[src/rtl/flop_regs_pkg.sv]
package flop_regs_pkg;

  typedef enum logic [2:0] {
    SLOT_ALT  = 3'd0,
    SLOT_STB  = 3'd1,
    SLOT_DOUT = 3'd2,
    SLOT_TAPE = 3'd3,
    SLOT_MSR  = 3'd4,
    SLOT_DATA = 3'd5,
    SLOT_HOLE = 3'd6,
    SLOT_DIN  = 3'd7
  } slot_e;

  typedef struct packed {
    logic dout_we;
    logic tape_we;
    logic rate_we;
    logic data_we;
    logic data_re;
  } strobe_t;

  localparam logic [7:0] CFG_RESET      = 8'h60;
  localparam logic [7:0] VERSION_ID     = 8'h90;
  localparam logic [7:0] RESET_IRQ_CODE = 8'hC0;
  localparam logic [7:0] STATUS_B_VAL   = 8'h00;
  localparam logic [7:0] DIN_STUB       = 8'h00;
  localparam logic [7:0] OPEN_BUS       = 8'hFF;

  // main status byte: ready, direction, busy
  function automatic logic [7:0] msr_pack(input logic dir_to_host, input logic is_busy);
    return {1'b1, dir_to_host, 1'b0, is_busy, 4'b0000};
  endfunction

  // logical drive to physical drive through the boot swap
  function automatic logic phys_of(input logic logical, input logic boot);
    return logical ^ boot;
  endfunction

  // interrupt raised without driving the line
  function automatic logic irq_silent(input logic alt, input logic dma);
    return alt & ~dma;
  endfunction

  // slot 0 content depends on platform mode
  function automatic logic [7:0] slot0_value(input logic alt);
    return alt ? STATUS_B_VAL : OPEN_BUS;
  endfunction

endpackage

[src/rtl/fr_addr_dec.sv]
module fr_addr_dec
  import flop_regs_pkg::*;
(
  input  logic [2:0] low_addr,
  input  logic       wr,
  input  logic       rd,
  output slot_e      slot,
  output strobe_t    stb
);

  always_comb begin
    slot        = slot_e'(low_addr);
    stb         = '0;
    stb.dout_we = wr && (slot == SLOT_DOUT);
    stb.tape_we = wr && (slot == SLOT_TAPE);
    stb.rate_we = wr && (slot == SLOT_MSR);
    stb.data_we = wr && (slot == SLOT_DATA);
    stb.data_re = rd && (slot == SLOT_DATA);
  end

endmodule

[src/rtl/fr_irq_ctl.sv]
module fr_irq_ctl
  import flop_regs_pkg::*;
(
  input  logic       clk,
  input  logic       rst_n,
  input  logic       silent,
  input  logic       rst_req,
  input  logic       rst_irq,
  input  logic       raise,
  input  logic [7:0] code,
  input  logic       clear,
  output logic       irq,
  output logic [7:0] int_status,
  output logic       silent_raise_ev,
  output logic       line_raise_ev
);

  logic       do_raise;
  logic [7:0] code_sel;

  always_comb begin
    do_raise        = rst_req ? rst_irq : raise;
    code_sel        = rst_req ? RESET_IRQ_CODE : code;
    silent_raise_ev = do_raise && silent;
    line_raise_ev   = do_raise && !silent;
  end

  always_ff @(posedge clk) begin
    if (!rst_n) begin
      irq        <= 1'b0;
      int_status <= 8'h00;
    end else begin
      if (do_raise) int_status <= code_sel;
      if (rst_req)            irq <= line_raise_ev;
      else if (line_raise_ev) irq <= 1'b1;
      else if (clear)         irq <= 1'b0;
    end
  end

endmodule

[src/rtl/fr_phase_ctl.sv]
module fr_phase_ctl #(
  parameter int POS_W = 10
) (
  input  logic             clk,
  input  logic             rst_n,
  input  logic             rst_req,
  input  logic             data_we,
  input  logic             data_re,
  input  logic             silent_raise_ev,
  input  logic             eng_to_data,
  input  logic             eng_dir_rd,
  output logic [POS_W-1:0] data_pos,
  output logic [POS_W-1:0] data_len,
  output logic             phase_data,
  output logic             dir_rd,
  output logic             busy
);

  localparam logic [POS_W-1:0] ONE = POS_W'(1);

  always_ff @(posedge clk) begin
    if (!rst_n || rst_req) begin
      data_pos   <= '0;
      data_len   <= '0;
      phase_data <= 1'b0;
      dir_rd     <= 1'b0;
      busy       <= 1'b0;
    end else begin
      if (data_we) data_len <= data_len + ONE;
      if (data_re) data_pos <= data_pos + ONE;
      if (eng_to_data) begin
        phase_data <= 1'b1;
        dir_rd     <= eng_dir_rd;
      end
      if (silent_raise_ev) busy <= 1'b0;
      else if (data_we)    busy <= 1'b1;
    end
  end

endmodule

[src/rtl/flop_host_regs.sv]
module flop_host_regs
  import flop_regs_pkg::*;
#(
  parameter int ADDR_W = 8,
  parameter int POS_W  = 10
) (
  input  logic              clk,
  input  logic              rst_n,
  input  logic [ADDR_W-1:0] bus_addr,
  input  logic [7:0]        bus_wdata,
  input  logic              bus_wr,
  input  logic              bus_rd,
  output logic [7:0]        bus_rdata,
  input  logic              alt_mode,
  input  logic              dma_en,
  input  logic              boot_sel,
  input  logic              ctrl_rst_req,
  input  logic              ctrl_rst_irq,
  input  logic              irq_raise,
  input  logic [7:0]        irq_code,
  input  logic              irq_clear,
  input  logic              eng_to_data,
  input  logic              eng_dir_rd,
  output logic              irq,
  output logic [7:0]        int_status,
  output logic              phys_drive,
  output logic              phase_data,
  output logic              dir_rd,
  output logic              busy,
  output logic [POS_W-1:0]  data_pos,
  output logic [POS_W-1:0]  data_len,
  output logic [7:0]        rate_sel,
  output logic [7:0]        cfg_byte,
  output logic [7:0]        ver_byte
);

  slot_e   slot;
  strobe_t stb;
  logic    silent;
  logic    silent_raise_ev;
  logic    line_raise_ev;
  logic    logical_drive;
  logic [7:0] dout_q, tape_q, data_q;

  generate
    if (ADDR_W > 3) begin : g_hi
      logic unused_addr_hi;
      assign unused_addr_hi = ^bus_addr[ADDR_W-1:3];
    end
  endgenerate

  fr_addr_dec u_dec (
    .low_addr (bus_addr[2:0]),
    .wr       (bus_wr),
    .rd       (bus_rd),
    .slot     (slot),
    .stb      (stb)
  );

  assign silent = irq_silent(alt_mode, dma_en);

  fr_irq_ctl u_irq (
    .clk             (clk),
    .rst_n           (rst_n),
    .silent          (silent),
    .rst_req         (ctrl_rst_req),
    .rst_irq         (ctrl_rst_irq),
    .raise           (irq_raise),
    .code            (irq_code),
    .clear           (irq_clear),
    .irq             (irq),
    .int_status      (int_status),
    .silent_raise_ev (silent_raise_ev),
    .line_raise_ev   (line_raise_ev)
  );

  fr_phase_ctl #(.POS_W(POS_W)) u_phase (
    .clk             (clk),
    .rst_n           (rst_n),
    .rst_req         (ctrl_rst_req),
    .data_we         (stb.data_we),
    .data_re         (stb.data_re),
    .silent_raise_ev (silent_raise_ev),
    .eng_to_data     (eng_to_data),
    .eng_dir_rd      (eng_dir_rd),
    .data_pos        (data_pos),
    .data_len        (data_len),
    .phase_data      (phase_data),
    .dir_rd          (dir_rd),
    .busy            (busy)
  );

  // host-written registers; controller reset forces logical drive 0
  always_ff @(posedge clk) begin
    if (!rst_n) begin
      dout_q   <= 8'h00;
      tape_q   <= 8'h00;
      rate_sel <= 8'h00;
      data_q   <= 8'h00;
    end else begin
      if (stb.dout_we) dout_q   <= bus_wdata;
      if (stb.tape_we) tape_q   <= bus_wdata;
      if (stb.rate_we) rate_sel <= bus_wdata;
      if (stb.data_we) data_q   <= bus_wdata;
      if (ctrl_rst_req) dout_q[0] <= 1'b0;
    end
  end

  assign logical_drive = dout_q[0];
  assign phys_drive    = phys_of(logical_drive, boot_sel);
  assign cfg_byte      = CFG_RESET;
  assign ver_byte      = VERSION_ID;

  always_comb begin
    unique case (slot)
      SLOT_ALT:  bus_rdata = slot0_value(alt_mode);
      SLOT_STB:  bus_rdata = STATUS_B_VAL;
      SLOT_DOUT: bus_rdata = dout_q;
      SLOT_TAPE: bus_rdata = tape_q;
      SLOT_MSR:  bus_rdata = msr_pack(dir_rd, busy);
      SLOT_DATA: bus_rdata = data_q;
      SLOT_DIN:  bus_rdata = DIN_STUB;
      default:   bus_rdata = OPEN_BUS;
    endcase
  end

endmodule

[config.mk]
export PLATFORM = sky130hd
export DESIGN_NAME = flop_host_regs
export DESIGN_NICKNAME = d
export VERILOG_FILES = /design/src/rtl/flop_regs_pkg.sv /design/src/rtl/fr_addr_dec.sv /design/src/rtl/fr_irq_ctl.sv /design/src/rtl/fr_phase_ctl.sv /design/src/rtl/flop_host_regs.sv
export SDC_FILE = /design/constraint.sdc
export NUM_CORES = 1
export LEC_CHECK = 0
export ABC_AREA = 0
export ABC_CLOCK_PERIOD_IN_PS = 2550
export BUFFER_PORTS_ARGS = -buffer_cell sky130_fd_sc_hd__buf_4
export CAP_MARGIN = 15
export CORE_UTILIZATION = 54
export CTS_CLUSTER_DIAMETER = 60
export DETAILED_ROUTE_END_ITERATION = 10
export PLACE_DENSITY = 0.82
export SLEW_MARGIN = 15
export SYNTH_ARGS = -nofsm -noshare
export SYNTH_HDL_FRONTEND = slang
export SYNTH_SLANG_ARGS = --single-unit
[constraint.sdc]
create_clock -name clk -period 2.55 [get_ports clk]
set_input_delay 0.51 -clock clk [delete_from_list [all_inputs] [get_ports clk]]
set_output_delay 0.51 -clock clk [all_outputs]
set_load 0.02 [all_outputs]
# ---- After elaboration in Yosys (flattened, before gate mapping)
# Index checks and enable logic that the tools add are counted.
dict set report word_totals {
  in_bits 37
  ff_bits 64
  word_cells 46
  output_inout_bits 65
}
dict set report op_classes {
  muxes 7
  bitwise_logic 4
  eq_ne 6
  n_reduce_logical 15
  n_addsub 2
}
# cell count
set ops {}
lappend ops {{$pmux W8 S6} 1}
lappend ops {{$add A10 B1 Y10 const B} 2}
lappend ops {{$mux W8} 2}
lappend ops {{$eq A3 B3 Y1 const B} 3}
lappend ops {{$logic_and A1 B1 Y1} 7}
lappend ops {{$eq A3 B2 Y1 const B} 2}
lappend ops {{$reduce_or A2 Y1} 3}
lappend ops {{$mux W1} 4}
lappend ops {{$eq A3 B1 Y1 const B} 1}
lappend ops {{$logic_not A3 Y1} 1}
lappend ops {{$reduce_bool A3 Y1} 1}
lappend ops {{$logic_not A1 Y1} 2}
lappend ops {{$not A1 Y1} 2}
lappend ops {{$and A1 B1 Y1} 1}
lappend ops {{$logic_or A1 B1 Y1} 1}
lappend ops {{$xor A1 B1 Y1} 1}

# ---- Logic depth before layout (Yosys ltp)
dict set report logic_depth {
  word_depth 6
  ltp_mapped 6
  mapped_depth_nobuf 4
}

# ---- Modules after synthesis
# From an unflattened synthesis, not the netlist that was laid out.
dict set report unflattened {
  hier_cells 317
  area_unflattened_um2 3059.2
}
# mod seq_area_each_um2 cells_each area_per_inst_um2 n_inst
set modules_own_cells {}
lappend modules_own_cells {flop_host_regs 640.6 162 1634.1 1}
lappend modules_own_cells {fr_phase_ctl 460.4 108 978.4 1}
lappend modules_own_cells {fr_irq_ctl 180.2 39 365.4 1}
lappend modules_own_cells {fr_addr_dec 0.0 8 81.3 1}

# ---- Least setup slack after synthesis
# No wires, ideal clock.
dict set report synth_path {
  kind {input-to-output}
  from {in bus_addr[1]}
  to {out bus_rdata[0]}
  path_stages 4
  arrival_time_ns 1.551
  t_required_ns 2.040
  path_buffers 1
  path_slack_ns 0.489
  cell_sequence {buf_2 or3_1 a21oi_1 a221o_1}
}
dict set report synth_between {
  elab_chain_len 3
  elab_cells_between_ends 9
  classes_between {eq/ne (6); mux (1); reduce/logical (2)}
}
# item line_no
set synth_lines {}
lappend synth_lines {{start: declaration} flop_host_regs.sv:9} ;# input logic [ADDR_W-1:0] bus_addr,
lappend synth_lines {{$eq A3 B3 Y1 or $eq A3 B1 Y1 (tied branches)} flop_host_regs.sv:115} ;# unique case (slot)
lappend synth_lines {{$reduce_or A2 Y1 (no line)} -}
lappend synth_lines {{$pmux W8 S6 *} flop_host_regs.sv:115}
lappend synth_lines {{end: declaration} flop_host_regs.sv:13} ;# output logic [7:0] bus_rdata,
# Every way passes the cells marked *; elsewhere a longest branch is shown, timed or not.

# ---- Worst setup path in the final report
dict set report layout_path {
  from {in bus_addr[1]}
  to {out bus_rdata[1]}
}
# The elaborated chain is that of the path after synthesis.

==> insert_results.sql <==
INSERT INTO impl_metrics (metric_group, metric, value, unit) VALUES
('timing', 'report.final.hold_viol_count', '0', ''),
('place', 'buffer_ports.inserted', '80', ''),
('cts', 'numClockSinks', '64', ''),
('global_route', 'first_pass_grt_wire_length', '11320', 'µm'),
('cts', 'latest_clock_arrival_within_the_worst_skew_pair', '0.34', 'ns'),
('synth', 'syn-instance-count', '341', ''),
('timing', 'fmaxAchievable', '437.7', 'MHz'),
('critical_path', 'worstPathArrival', '1.77', 'ns'),
('synth', 'synth.top_cells.by_area', 'sky130_fd_sc_hd__dfxtp_1, sky130_fd_sc_hd__mux2i_1, sky130_fd_sc_hd__nand2_1', ''),
('global_route', 'number_of_antenna_violations_at_the_first_check_in_global_routing', '0', ''),
('place', 'gp_congestion', '0.8057', ''),
('critical_path', 'timing_worst_setup_path_type', 'primary input to primary output', ''),
('cts', 'post_cts_resize_count', '0', ''),
('route', 'starting_drc_count_in_detailed_routing', '166', ''),
('timing', 'post-route-min-period', '2.285', 'ns'),
('route', 'vias_per_cell', '5.472', ''),
('min_path', 'min_path_type', 'primary input to flop', ''),
('route', 'routed_vias', '2676', ''),
('cts', 'clk_pin_slew', '0.07', 'ns'),
('timing', 'tightestPinTransition', '0.7679', 'ns'),
('cts', 'cts-buffers-inserted', '9', ''),
('critical_path', 'worst_r2r_path_depth', '4', ''),
('min_path', 'worstHoldStart', 'eng_to_data', ''),
('synth', 'synth-seq-cells', '64', ''),
('pwr', 'pwr_density_cell', '574.2', 'nW/µm²'),
('critical_path', 'setup.worst_path.start_class', 'primary input', ''),
('critical_path', 'crit_path_end_kind', 'primary output', ''),
('status', 'run_status', 'complete, no violations', ''),
('route', 'antenna_violating_nets_post_route', '0', ''),
('die', 'fp.dieH', '77.13', 'µm'),
('synth', 'list_of_most_frequent_post_synthesis_cells', 'sky130_fd_sc_hd__dfxtp_1, sky130_fd_sc_hd__nand2_1, sky130_fd_sc_hd__nor2b_1, sky130_fd_sc_hd__a21oi_1, sky130_fd_sc_hd__mux2i_1', ''),
('job', 'cap_violations', '0', ''),
('layout', 'multiInputGateArea', '1594', 'µm²'),
('cts', 'cts.path.max_buffers', '2', ''),
('critical_path', 'r2r-end', 'u_phase.data_len[6]$_SDFFE_PP0P_', ''),
('pwr', 'vdd_ir_drop_max', '0.4403', 'mV'),
('layout', 'layout-drive-gt1-share', '0.2434', ''),
('synth', 'ys_dominant_reg_cell', 'sky130_fd_sc_hd__dfxtp_1', ''),
('timing', 'skew', '0.007527', 'ns'),
('die', 'fp.dieW', '77.13', 'µm'),
('die', 'ioPinCount', '102', ''),
('die', 'die_area', '5949', 'µm²'),
('layout', 'areaGrowthSynthToFinish', '25.49', '%'),
('cts', 'total_of_hold_buffers_inserted_after_clock_tree_synthesis', '0', ''),
('global_route', 'first_global_vias', '2413', ''),
('layout', 'fin_nets', '454', ''),
('route', 'dr.pass1.iters', '5', ''),
('route', 'route.final.wire_length', '6983', 'µm'),
('timing', 'drv_slew', '0', ''),
('cts', 'clk_root_buffer_cell', 'sky130_fd_sc_hd__clkbuf_8', ''),
('timing', 'max-slew-margin-rel', '0.4734', ''),
('route', 'routedWlPerCell', '14.28', 'µm'),
('die', 'floorplan.initialDensity', '0.5783', ''),
('critical_path', 'cp_max_fo', '22', ''),
('synth', 'synth.top_cell.area_share', '0.4204', ''),
('timing', 'finalSetupTns', '0', 'ns'),
('layout', 'seqCellArea', '1281', 'µm²'),
('timing', 'min_period_over_period', '0.8960', ''),
('cts', 'tritoncts', 'built', ''),
('cts', 'h-tree-depth', '3', ''),
('synth', 'synth_enable_flop_cells', '0', ''),
('critical_path', 'ff2ff_setup_slack', '1.07', 'ns'),
('die', 'row_count', '26', ''),
('die', 'core_region_area', '5270', 'µm²'),
('timing', 'final.hold.worst_slack', '0.3945', 'ns'),
('min_path', 'holdPathEnd', 'u_phase.phase_data$_SDFFE_PP0P_', ''),
('synth', 'asyncSetResetFlopFracSynth', '0', ''),
('timing', 'setup-violations-final', '0', ''),
('global_route', 'grt_remaining_overflow', '0', ''),
('synth', 'synth_area_per_cell', '8.938', 'µm²'),
('synth', 'mappedNetlistArea', '3048', 'µm²');
## power breakdown
part	internal (W)	switching, W
Sequential	0.00102	0.0000114
Clock	0.000542	0.000373
Combinational	0.000105	0.000144
## how the worst max path moves through the flow
stage / from / endpoint / cells after the start
6_report: bus_addr[1] / bus_rdata[1] / 5
5_1_grt: bus_addr[1] / bus_rdata[1] / 5
4_1_cts: bus_addr[1] / bus_rdata[1] / 5
3_5_place_dp: bus_addr[1] / bus_rdata[1] / 5
3_3_place_gp: bus_addr[1] / bus_rdata[5] / 5
2_1_floorplan: bus_addr[1] / bus_rdata[0] / 4
## area by class of cell
cell class              instances  area share
multi-input cells             248      0.4167
clock buffers                  11     0.03435
flip-flops and latches         64      0.3350
well taps                      70     0.02290
clock inverters                 4     0.01832
inverters                       8    0.007851
repair buffers                 84      0.1649
## flip-flops by register name, summed over array words and instances, names as in the netlist
name	cells
data_q	8
rate_sel	8
dout_q	8
u_phase.dir_rd	1
u_irq.irq	1
u_phase.busy	1
tape_q	8
u_irq.int_status	8
u_phase.data_len	10
u_phase.phase_data	1
u_phase.data_pos	10
## logic make-up (layout without fill, tap and decap cells)
| kind of cell | count (synthesis) | after routing | synth area share |
|---|---|---|---|
| other | 2 | 16 | 0.002464 |
| and+or+nand+nor | 129 | 129 | 0.2422 |
| DFF | 64 | 64 | 0.4204 |
| buffers and inverters | 43 | 107 | 0.07800 |
| muxes | 20 | 20 | 0.06568 |
| adders and majority gates | 2 | 2 | 0.008209 |
| AOI/OAI and AO/OA | 78 | 78 | 0.1745 |
| xor gates and xnor gates | 3 | 3 | 0.008622 |
## per-layer routing
layer / wire length (µm) / track usage
met1: 3021 / 0.3138
met2: 3327 / 0.3832
met3: 497 / 0.04881
met4: 137 / 0.1075
met5: 0 / 0
## placed cells by master, fill, tap and decap left out, types with 3 or more instances in the layout
cell type	count
sky130_fd_sc_hd__nor2_1	10
sky130_fd_sc_hd__o21ai_0	8
sky130_fd_sc_hd__a21boi_0	16
sky130_fd_sc_hd__a22o_1	5
sky130_fd_sc_hd__clkbuf_8	9
sky130_fd_sc_hd__o21a_1	5
sky130_fd_sc_hd__inv_1	8
sky130_fd_sc_hd__and3b_1	4
sky130_fd_sc_hd__nor2b_1	25
sky130_fd_sc_hd__nand2_1	43
sky130_fd_sc_hd__a22oi_1	6
sky130_fd_sc_hd__or3_1	5
sky130_fd_sc_hd__buf_4	84
sky130_fd_sc_hd__or4_1	8
sky130_fd_sc_hd__mux2i_1	20
sky130_fd_sc_hd__nand2b_1	8
sky130_fd_sc_hd__nor3_1	4
sky130_fd_sc_hd__and4b_1	3
sky130_fd_sc_hd__dfxtp_1	64
sky130_fd_sc_hd__conb_1	16
sky130_fd_sc_hd__a21oi_1	21
sky130_fd_sc_hd__nand4_1	4
sky130_fd_sc_hd__a221o_1	5
sky130_fd_sc_hd__o31ai_1	10
sky130_fd_sc_hd__nand3_1	6
## stage by stage
stage	cell area, µm²	total power (W)	std cells	worst slack, ns	util
CTS	3825	0.002207	489	0.2554	0.7258
global route	3825	0.002272	489	0.1919	0.7258
finish	3825	0.002196	489	0.2651	0.7258
detailed placement	3623	0.001303	474	0.2603	0.6876
global placement	3623	0.001298	474	0.2843	0.6876
floorplan	3100	0.001218	355	0.4886	-
## critical path, stage by stage
cell	delay, ns
sky130_fd_sc_hd__buf_4	0.17
sky130_fd_sc_hd__or3_1	0.38
sky130_fd_sc_hd__a21oi_1	0.37
sky130_fd_sc_hd__a221o_1	0.20
sky130_fd_sc_hd__buf_4	0.14
Note: power is estimated with default switching activity, not from simulation.
